File: src/rtl/dsa_pkg.sv
package dsa_pkg;
    localparam int DIG_W        = 4;
    localparam int PTR_DIGITS   = 8;
    localparam int OFF_DIGITS   = 6;
    localparam int BASE_DIGITS  = 6;
    localparam int ALIGN_DIGITS = 3;
    localparam int SEG_NUM      = 8;
    localparam int IDX_NUM      = 7;
    localparam int PTR_W        = PTR_DIGITS * DIG_W;
    localparam int OFF_W        = OFF_DIGITS * DIG_W;
    localparam int BASE_W       = BASE_DIGITS * DIG_W;
    localparam int PA_W         = (BASE_DIGITS + ALIGN_DIGITS) * DIG_W;
    localparam int NUM_W        = $clog2(SEG_NUM);

    localparam logic [DIG_W-1:0] SIGN_PLUS  = 4'hC;
    localparam logic [DIG_W-1:0] SIGN_MINUS = 4'hD;

    typedef enum logic [2:0] {
        FLT_NONE   = 3'd0,
        FLT_DIGIT  = 3'd1,
        FLT_SIGN   = 3'd2,
        FLT_SEG    = 3'd3,
        FLT_OVF    = 3'd4,
        FLT_BOUNDS = 3'd5
    } fault_e;

    typedef enum logic [1:0] {
        WK_BASE  = 2'd0,
        WK_LIMIT = 2'd1,
        WK_INDEX = 2'd2,
        WK_NONE  = 2'd3
    } wkind_e;
endpackage

File: src/rtl/dsa_bcd_add.sv
module dsa_bcd_add #(
    parameter int NDIG = 6
) (
    input  logic [NDIG*4-1:0] a,
    input  logic [NDIG*4-1:0] b,
    input  logic              cin,
    output logic [NDIG*4-1:0] sum,
    output logic              cout
);
    logic [NDIG:0] carry;
    assign carry[0] = cin;

    for (genvar g = 0; g < NDIG; g++) begin : g_dig
        logic [4:0] raw;
        logic [4:0] adj;
        always_comb begin
            raw = {1'b0, a[g*4 +: 4]} + {1'b0, b[g*4 +: 4]} + {4'd0, carry[g]};
            adj = (raw > 5'd9) ? raw + 5'd6 : raw;
        end
        assign sum[g*4 +: 4] = adj[3:0];
        assign carry[g+1]    = (raw > 5'd9);
    end

    assign cout = carry[NDIG];
endmodule

File: src/rtl/dsa_digit_chk.sv
module dsa_digit_chk #(
    parameter int NDIG = 6
) (
    input  logic [NDIG*4-1:0] val,
    output logic              bad
);
    logic [NDIG-1:0] nib_bad;
    for (genvar g = 0; g < NDIG; g++) begin : g_nib
        assign nib_bad[g] = (val[g*4 +: 4] > 4'd9);
    end
    assign bad = |nib_bad;
endmodule

File: src/rtl/dsa_regfile.sv
module dsa_regfile
    import dsa_pkg::*;
#(
    parameter int SEGS  = SEG_NUM,
    parameter int IDXS  = IDX_NUM,
    parameter int BW    = BASE_W,
    parameter int LW    = OFF_W,
    parameter int PW    = PTR_W,
    parameter int NW    = NUM_W
) (
    input  logic                     clk,
    input  logic                     rst_n,
    input  logic                     wr_en,
    input  logic [1:0]               wr_kind,
    input  logic [NW-1:0]            wr_num,
    input  logic [PW-1:0]            wr_data,
    output logic [SEGS-1:0][BW-1:0]  base_o,
    output logic [SEGS-1:0][LW-1:0]  limit_o,
    output logic [IDXS-1:0][PW-1:0]  index_o
);
    typedef struct packed {
        logic [SEGS-1:0][BW-1:0] base;
        logic [SEGS-1:0][LW-1:0] limit;
        logic [IDXS-1:0][PW-1:0] index;
    } rf_t;

    rf_t rf_d, rf_q;
    logic [NW-1:0] xslot;

    always_comb begin
        rf_d  = rf_q;
        xslot = wr_num - 1'b1;
        if (wr_en) begin
            case (wkind_e'(wr_kind))
                WK_BASE:  rf_d.base[wr_num]  = wr_data[BW-1:0];
                WK_LIMIT: rf_d.limit[wr_num] = wr_data[LW-1:0];
                WK_INDEX: begin
                    if (wr_num != '0 && int'(wr_num) <= IDXS)
                        rf_d.index[xslot] = wr_data;
                end
                default: ;
            endcase
        end
    end

    always_ff @(posedge clk or negedge rst_n) begin
        if (!rst_n) rf_q <= '0;
        else        rf_q <= rf_d;
    end

    assign base_o  = rf_q.base;
    assign limit_o = rf_q.limit;
    assign index_o = rf_q.index;
endmodule

File: src/rtl/dec_seg_agen.sv
module dec_seg_agen
    import dsa_pkg::*;
(
    input  logic              clk,
    input  logic              rst_n,
    input  logic              wr_en,
    input  logic [1:0]        wr_kind,
    input  logic [NUM_W-1:0]  wr_num,
    input  logic [PTR_W-1:0]  wr_data,
    input  logic              req_valid,
    input  logic [PTR_W-1:0]  req_addr,
    input  logic [NUM_W-1:0]  req_xsel,
    output logic              res_valid,
    output logic [PA_W-1:0]   res_paddr,
    output logic [2:0]        res_fault
);
    localparam int ALIGN_W = ALIGN_DIGITS * DIG_W;
    localparam int HI_W    = OFF_W - ALIGN_W;

    typedef struct packed {
        logic            valid;
        fault_e          fault;
        logic [PA_W-1:0] paddr;
    } res_t;

    logic [SEG_NUM-1:0][BASE_W-1:0] base_v;
    logic [SEG_NUM-1:0][OFF_W-1:0]  limit_v;
    logic [IDX_NUM-1:0][PTR_W-1:0]  index_v;

    dsa_regfile u_rf (
        .clk     (clk),
        .rst_n   (rst_n),
        .wr_en   (wr_en),
        .wr_kind (wr_kind),
        .wr_num  (wr_num),
        .wr_data (wr_data),
        .base_o  (base_v),
        .limit_o (limit_v),
        .index_o (index_v)
    );

    logic               indexed;
    logic [NUM_W-1:0]   xslot;
    logic [PTR_W-1:0]   xptr;
    logic [DIG_W-1:0]   eff_sign, eff_seg;
    logic [OFF_W-1:0]   add_b, eff_off;
    logic               off_carry;
    logic               op_bad, x_bad;
    logic [NUM_W-1:0]   seg_sel;
    logic [BASE_W-1:0]  reloc_hi;
    logic               reloc_carry;

    always_comb begin
        indexed  = (req_xsel != '0);
        xslot    = req_xsel - 1'b1;
        xptr     = indexed ? index_v[xslot] : '0;
        eff_sign = indexed ? xptr[PTR_W-1 -: DIG_W] : req_addr[PTR_W-1 -: DIG_W];
        eff_seg  = indexed ? xptr[OFF_W +: DIG_W]   : req_addr[OFF_W +: DIG_W];
        add_b    = xptr[OFF_W-1:0];
        seg_sel  = eff_seg[NUM_W-1:0];
    end

    dsa_bcd_add #(.NDIG(OFF_DIGITS)) u_offadd (
        .a    (req_addr[OFF_W-1:0]),
        .b    (add_b),
        .cin  (1'b0),
        .sum  (eff_off),
        .cout (off_carry)
    );

    dsa_digit_chk #(.NDIG(OFF_DIGITS + 1)) u_opchk (
        .val ({eff_seg, req_addr[OFF_W-1:0]}),
        .bad (op_bad)
    );

    dsa_digit_chk #(.NDIG(OFF_DIGITS)) u_xchk (
        .val (add_b),
        .bad (x_bad)
    );

    dsa_bcd_add #(.NDIG(BASE_DIGITS)) u_reloc (
        .a    (base_v[seg_sel]),
        .b    ({{(BASE_W-HI_W){1'b0}}, eff_off[OFF_W-1:ALIGN_W]}),
        .cin  (1'b0),
        .sum  (reloc_hi),
        .cout (reloc_carry)
    );

    res_t res_d, res_q;

    always_comb begin
        res_d       = '0;
        res_d.valid = req_valid;
        if (req_valid) begin
            if (op_bad || (indexed && x_bad))
                res_d.fault = FLT_DIGIT;
            else if (eff_sign != SIGN_PLUS && eff_sign != SIGN_MINUS)
                res_d.fault = FLT_SIGN;
            else if (eff_seg >= DIG_W'(SEG_NUM))
                res_d.fault = FLT_SEG;
            else if (indexed && off_carry)
                res_d.fault = FLT_OVF;
            else if (eff_off > limit_v[seg_sel])
                res_d.fault = FLT_BOUNDS;
            else
                res_d.paddr = {reloc_hi, eff_off[ALIGN_W-1:0]};
        end
    end

    always_ff @(posedge clk or negedge rst_n) begin
        if (!rst_n) res_q <= '0;
        else        res_q <= res_d;
    end

    assign res_valid = res_q.valid;
    assign res_paddr = res_q.paddr;
    assign res_fault = res_q.fault;

    logic unused_ok;
    assign unused_ok = reloc_carry;
endmodule

File: config.mk
export PLATFORM = sky130hd
export DESIGN_NAME = dec_seg_agen
export DESIGN_NICKNAME = d
export VERILOG_FILES = /design/src/rtl/dsa_pkg.sv /design/src/rtl/dsa_bcd_add.sv /design/src/rtl/dsa_digit_chk.sv /design/src/rtl/dsa_regfile.sv /design/src/rtl/dec_seg_agen.sv
export SDC_FILE = /design/constraint.sdc
export NUM_CORES = 1
export LEC_CHECK = 0
export ABC_AREA = 1
export BUFFER_PORTS_ARGS = -buffer_cell sky130_fd_sc_hd__buf_2
export CAP_MARGIN = 20
export CELL_PAD_IN_SITES_DETAIL_PLACEMENT = 1
export CELL_PAD_IN_SITES_GLOBAL_PLACEMENT = 2
export CORE_ASPECT_RATIO = 1.2
export CORE_MARGIN = 4
export CORE_UTILIZATION = 39
export DETAILED_ROUTE_END_ITERATION = 10
export GPL_TIMING_DRIVEN = 1
export PLACE_DENSITY = 0.79
export SYNTH_ARGS = -nofsm -noshare
export SYNTH_HDL_FRONTEND = slang
export SYNTH_SLANG_ARGS = --single-unit
File: constraint.sdc
create_clock -name clk -period 17.6 [get_ports clk]
set_input_delay 5.28 -clock clk [delete_from_list [all_inputs] [get_ports clk]]
set_output_delay 5.28 -clock clk [all_outputs]
set_load 0.01 [all_outputs]
# Word level (Yosys, flattened, before mapping)
# Index checks and enable logic that the tools add are counted.
# Widths: inputs -> output; s select.
word_totals:
  reg_bits: 648
  output_inout_bits: 40
  word_cells: 149
classes:
  addsub: 33
  order_cmp: 33
  eq_ne: 4
  muxes: 39
  reduce_logical: 14
ops:
  columns: ["cell", "n"]
  rows:
  - ["$bwmux 192", 2]
  - ["$bwmux 224", 1]
  - ["$mux 36", 5]
  - ["$bmux 24 s3", 2]
  - ["$bmux 32 s3", 1]
  - ["$demux 32 s3", 1]
  - ["$mux 32", 3]
  - ["$demux 24 s3", 1]
  - ["$mux 24", 3]
  - ["$gt 5x4->1 const B", 12]
  - ["$mux 4", 14]
  - ["$gt 4x4->1 const B", 13]
  - ["$add 4x3->4 const B", 12]
  - ["$add 4x4->5", 9]
  - ["$mux 39", 1]
  - ["$add 5x1->5", 7]
  - ["$gt 24x24->1", 1]
  - ["$lt 3x4->1 const B", 4]
  - ["$add 4x1->5", 3]
  - ["$mux 3", 5]
  - ["$ne 4x4->1 const B", 2]
  - ["$reduce_or 7->1", 1]
  - ["$ge 3x1->1 const B", 2]
  - ["$reduce_bool 3->1", 2]
  - ["10 further kinds", 16]

# Depth between registers and ports, before layout
depth:
  depth_word: 33
  ltp_mapped: 130
  mapped_depth_nobuf: 121

# Hierarchy
# From an unflattened synthesis, not the netlist that was laid out.
hier_totals:
  cells_unflattened: 4765
  area_unflattened_um2: 36050.8
by_module_without_submodules:
  columns: ["mod", "n_inst", "cells_per_inst", "area_each_um2"]
  rows:
  - ["dsa_regfile", 1, 2465, 23602.6]
  - ["dec_seg_agen", 1, 1663, 8715.9]
  - ["dsa_bcd_add (u_reloc)", 1, 301, 1824.2]
  - ["dsa_bcd_add (u_offadd)", 1, 303, 1767.9]
  - ["dsa_digit_chk (u_xchk)", 1, 20, 80.1]
  - ["dsa_digit_chk (u_opchk)", 1, 13, 60.1]

# Worst setup path after synthesis
# Ideal clock, no wire load.
synth_timing:
  path_kind: "input to register"
  from: "input port req_xsel[0]"
  to: "register res_q, in the netlist res_paddr[33]"
  setup_ps: 117
  arrival_time_ps: 20952
  required_ps: 17483
  setup_slack_ps: -3469
  path_stages: 120
  n_path_buf: 10
  path_cell_list: "buf_6 > inv_6 > buf_6 > buf_6 > buf_2 > clkbuf_1 > buf_1 > ha_1 > nand2_1 > nand2_1 > buf_4 > buf_6 > buf_2 > buf_1 > a21oi_1 > a21oi_1 > ha_1 > inv_1 > [... 84 more ...] > nand2_1 > inv_1 > nand2_1 > nand2_2 > ha_1 > ha_1 > nand3b_1 > nand2_1 > inv_2 > ha_1 > inv_1 > o21ai_1 > inv_1 > nand2_1 > nand2_1 > nand2_1 > nand2_1 > nor2_2"
synth_rtl:
  columns: ["item", "line", "text"]
  rows:
  - ["start: declaration", "dec_seg_agen.sv:12", "input logic [NUM_W-1:0] req_xsel,"]
  - ["end signal: assignment", "dec_seg_agen.sv:112", "else res_q <= res_d;"]
  - ["end: declaration", "dec_seg_agen.sv:89", "res_t res_d, res_q;"]

==> impl_metrics.tcl <==
set metrics [dict create \
    outcome "complete, but fails checks" \
    violations "setup timing" \
    min_from "u_rf.limit_o[76]" \
    grt_max_degree 97 \
    synth_area_leaders "dfrtp_1 (52%), o21ai_0 (13%), nand2_1 (11%)" \
    slew_viol_final 0 \
    wirelength_um 112000 \
    synth_flop_cell "dfrtp_1" \
    coreArea_um2 78200 \
    ir_worst_vdd_mv 0.133 \
    p_sw_mw 2.32 \
    slowest_stage "fa_2" \
    drt_iter0_markers 1559 \
    grt_use_total 0.262 \
    slew_headroom 0.293 \
    dp_hpwl_um 71300 \
    synth-compound-area-share 0.191 \
    clk_pin_slew_ns 0.06 \
    die_h_um 317 \
    synthArstFlopShare 1.00 \
    rsz0062_at_grt "yes" \
    min_path_type "reg -> reg" \
    worstPathRequired_ns 18.09 \
    synth_area_um2 31000 \
    grt_pass1_vias 29300 \
    ant_nets 0 \
    yosysSeqAreaShare 0.518 \
    skew_ns 0.0197 \
    portBuffers 113 \
    cts_made_buffers 73 \
    yosysWarnings 0 \
    first_pass_iters 6 \
    fillers 9126 \
    p_seq_frac 0.302 \
    p_clk_frac 0.248 \
    synthCells 3651 \
    placed_cells 4711 \
    die_area_um2 84000 \
    viasPerCell 5.52 \
    synth.area.mux_share 0.00170 \
    yosys.area_share.adder 0.0394 \
    final_nets 4011 \
    antenna_found_initial 4 \
    cts-hold-fix-buffers 0 \
    path_buf_inv 38 \
    pwr-share-comb 0.450 \
    io_pins 116 \
    period_share 1.08 \
    start_util 0.396 \
    drv_cap 0 \
    worstSetupPathType "in -> reg" \
    power_density_nw_per_um2 170 \
    crit_arrival_ns 19.41 \
    synth-simple-area-share 0.176 \
    clock_latency_ns 0.62 \
    cp-startpoint "req_xsel[1]" \
    clock_path_buffers 3 \
    gp_congestion 0.832 \
    power.internal_mw 4.00 \
    overflow 0 \
    drc 0 \
    startpoint_type "input pin" \
    switching_share 0.368 \
    reg2regPathDepth 105 \
    synth-xor-area-share 0.0104 \
    drive_above_1_share 0.194 \
    num_vias 27200 \
    multiInputGateArea_um2 13700 \
    crit_top_cell "inv_2" \
    cts-htree-levels 3 \
    syn_avg_cell_area_um2 8.48 \
    fp-row-count 112 \
    tightest_slew_ns 1.06 \
    slowest_delay_ns 0.48 \
    crit_fanout 5 \
    synth.largest_area_cell "dfrtp_1" \
    synth_commonest_cells "nand2_1 (919), o21ai_0 (817), dfrtp_1 (641), clkbuf_1 (219), inv_1 (191)" \
    pre_cts_ws_ns -2.73 \
    seqCellArea_um2 16000 \
    routedWlPerCell_um 22.8 \
    p_leak_nw 17.7 \
    area_growth_pct 19.9 \
    r2r-start "u_rf.index_o[64]" \
    cts_tree "yes" \
    timing.fmax_mhz 52.8 \
    synth_enable_flop_cells 0 \
    path_delay_family "adder cells" \
    power_mw 6.32 \
    synth_top_area_share 0.518 \
    die_w_um 265 \
    cts_root_buf "clkbuf_16" \
    yosysMostFrequentCell "nand2_1" \
    cp.depth 109 \
    fin_cells 4932 \
    cts.sinks 641 \
    setup-violations-final 7 \
    ys_types 60 \
    period_needed_ns 18.92 \
    hold_viol_final 0 \
    synth_top_family_by_area "compound AO/OA/AOI/OAI gates" \
    cp-end-kind "flop" \
    syn_nets 3815 \
    hold_depth 2 \
    ys_ff_latch 641 \
    grt_pass1_wl_um 172000 \
    setup_ws_ns -1.32 \
]
path summary, 6_finish.rpt:
kind	slack, ns	endpoint
max	-1.32	res_paddr[33]
min	0.48	u_rf.limit_o[76]
max reg2reg	3.45	res_paddr[33]
min reg2reg	0.48	u_rf.limit_o[76]
max in group asynchronous	10.51	u_rf.limit_o[20]
min in group asynchronous	4.69	res_paddr[26]
power by group through the flow:
stage                     sequential (mW)  combinational (mW)  clock [mW]
final                                1.91                2.85        1.57
after global routing                 1.94                3.14        1.66
after CTS                            1.91                2.58        1.60
after detailed placement             1.93                2.30           0
after global placement               1.91                2.17           0
after floorplan                      1.88                1.37           0
flip-flops by register name (all words and copies together) (netlist names):
signal,flops
u_rf.base_o,192
res_fault,3
u_rf.limit_o,192
u_rf.index_o,217
res_paddr,36
res_valid,1
tightest hold or removal path, delay by kind of cell, from the launching register on:
| family | cells | cell delay (ns) |
|---|---|---|
| DFF | 1 | 0.34 |
| and+or+nand+nor | 1 | 0.05 |
| AOI/OAI and AO/OA | 1 | 0.05 |
metrics by stage:
| step | TNS [ns] | hold WS, ns | cell area [um^2] | util |
|---|---|---|---|---|
| after floorplan | -8.73 | 0.444 | 31300 | - |
| after global placement | -10.91 | 0.459 | 33400 | 0.427 |
| after detailed placement | -18.61 | 0.468 | 33400 | 0.427 |
| after CTS | -3.59 | 0.482 | 36500 | 0.467 |
| after global routing | -11.25 | 0.497 | 37100 | 0.475 |
| final | -5.81 | 0.477 | 37100 | 0.475 |
cells by family (layout without fill, tap and decap cells):
family                   count (synthesis)  after routing
buffers and inverters                  475            726
AND/OR/NAND/NOR                       1330           1330
adder cells (fa/ha/maj)                 88             88
XOR/XNOR                                35             35
multiplexers                             4              4
other                                    0              4
flip-flops                             641            641
AO/OA/AOI/OAI                         1078           1078
placed cells by master, fill, tap and decap left out, types with 64 or more instances in the layout:
cell type and count:
o21ai_0 805, a21oi_1 64, dfrtp_1 641, clkbuf_16 74, buf_4 264, inv_1 143
buf_2 110, nand2_1 893, nor2_1 179, nand3_1 120
area by class of cell:
cell class	instances	area share
flip-flops and latches	641	0.432
multi-input cells	2535	0.370
clock buffers	104	0.0575
clock inverters	26	0.00815
diodes	4	0.000270
repair buffers	393	0.0763
inverters	203	0.0216
well taps	1026	0.0346
timing repair:
action                     4_1_cts  5_1_grt
setup endpoints to repair       10       11
resized for setup               69       91
setup buffers                   53       33
pin swaps                       54       70
metal layers:
metal	vias up	global-route usage	routed length, um
li1	12500	-	-
met1	14000	0.315	46100
met2	506	0.485	58200
met3	190	0.0281	3940
met4	0	0.0942	4070
met5	-	0	0
Note: power is estimated with default switching activity, not from simulation.
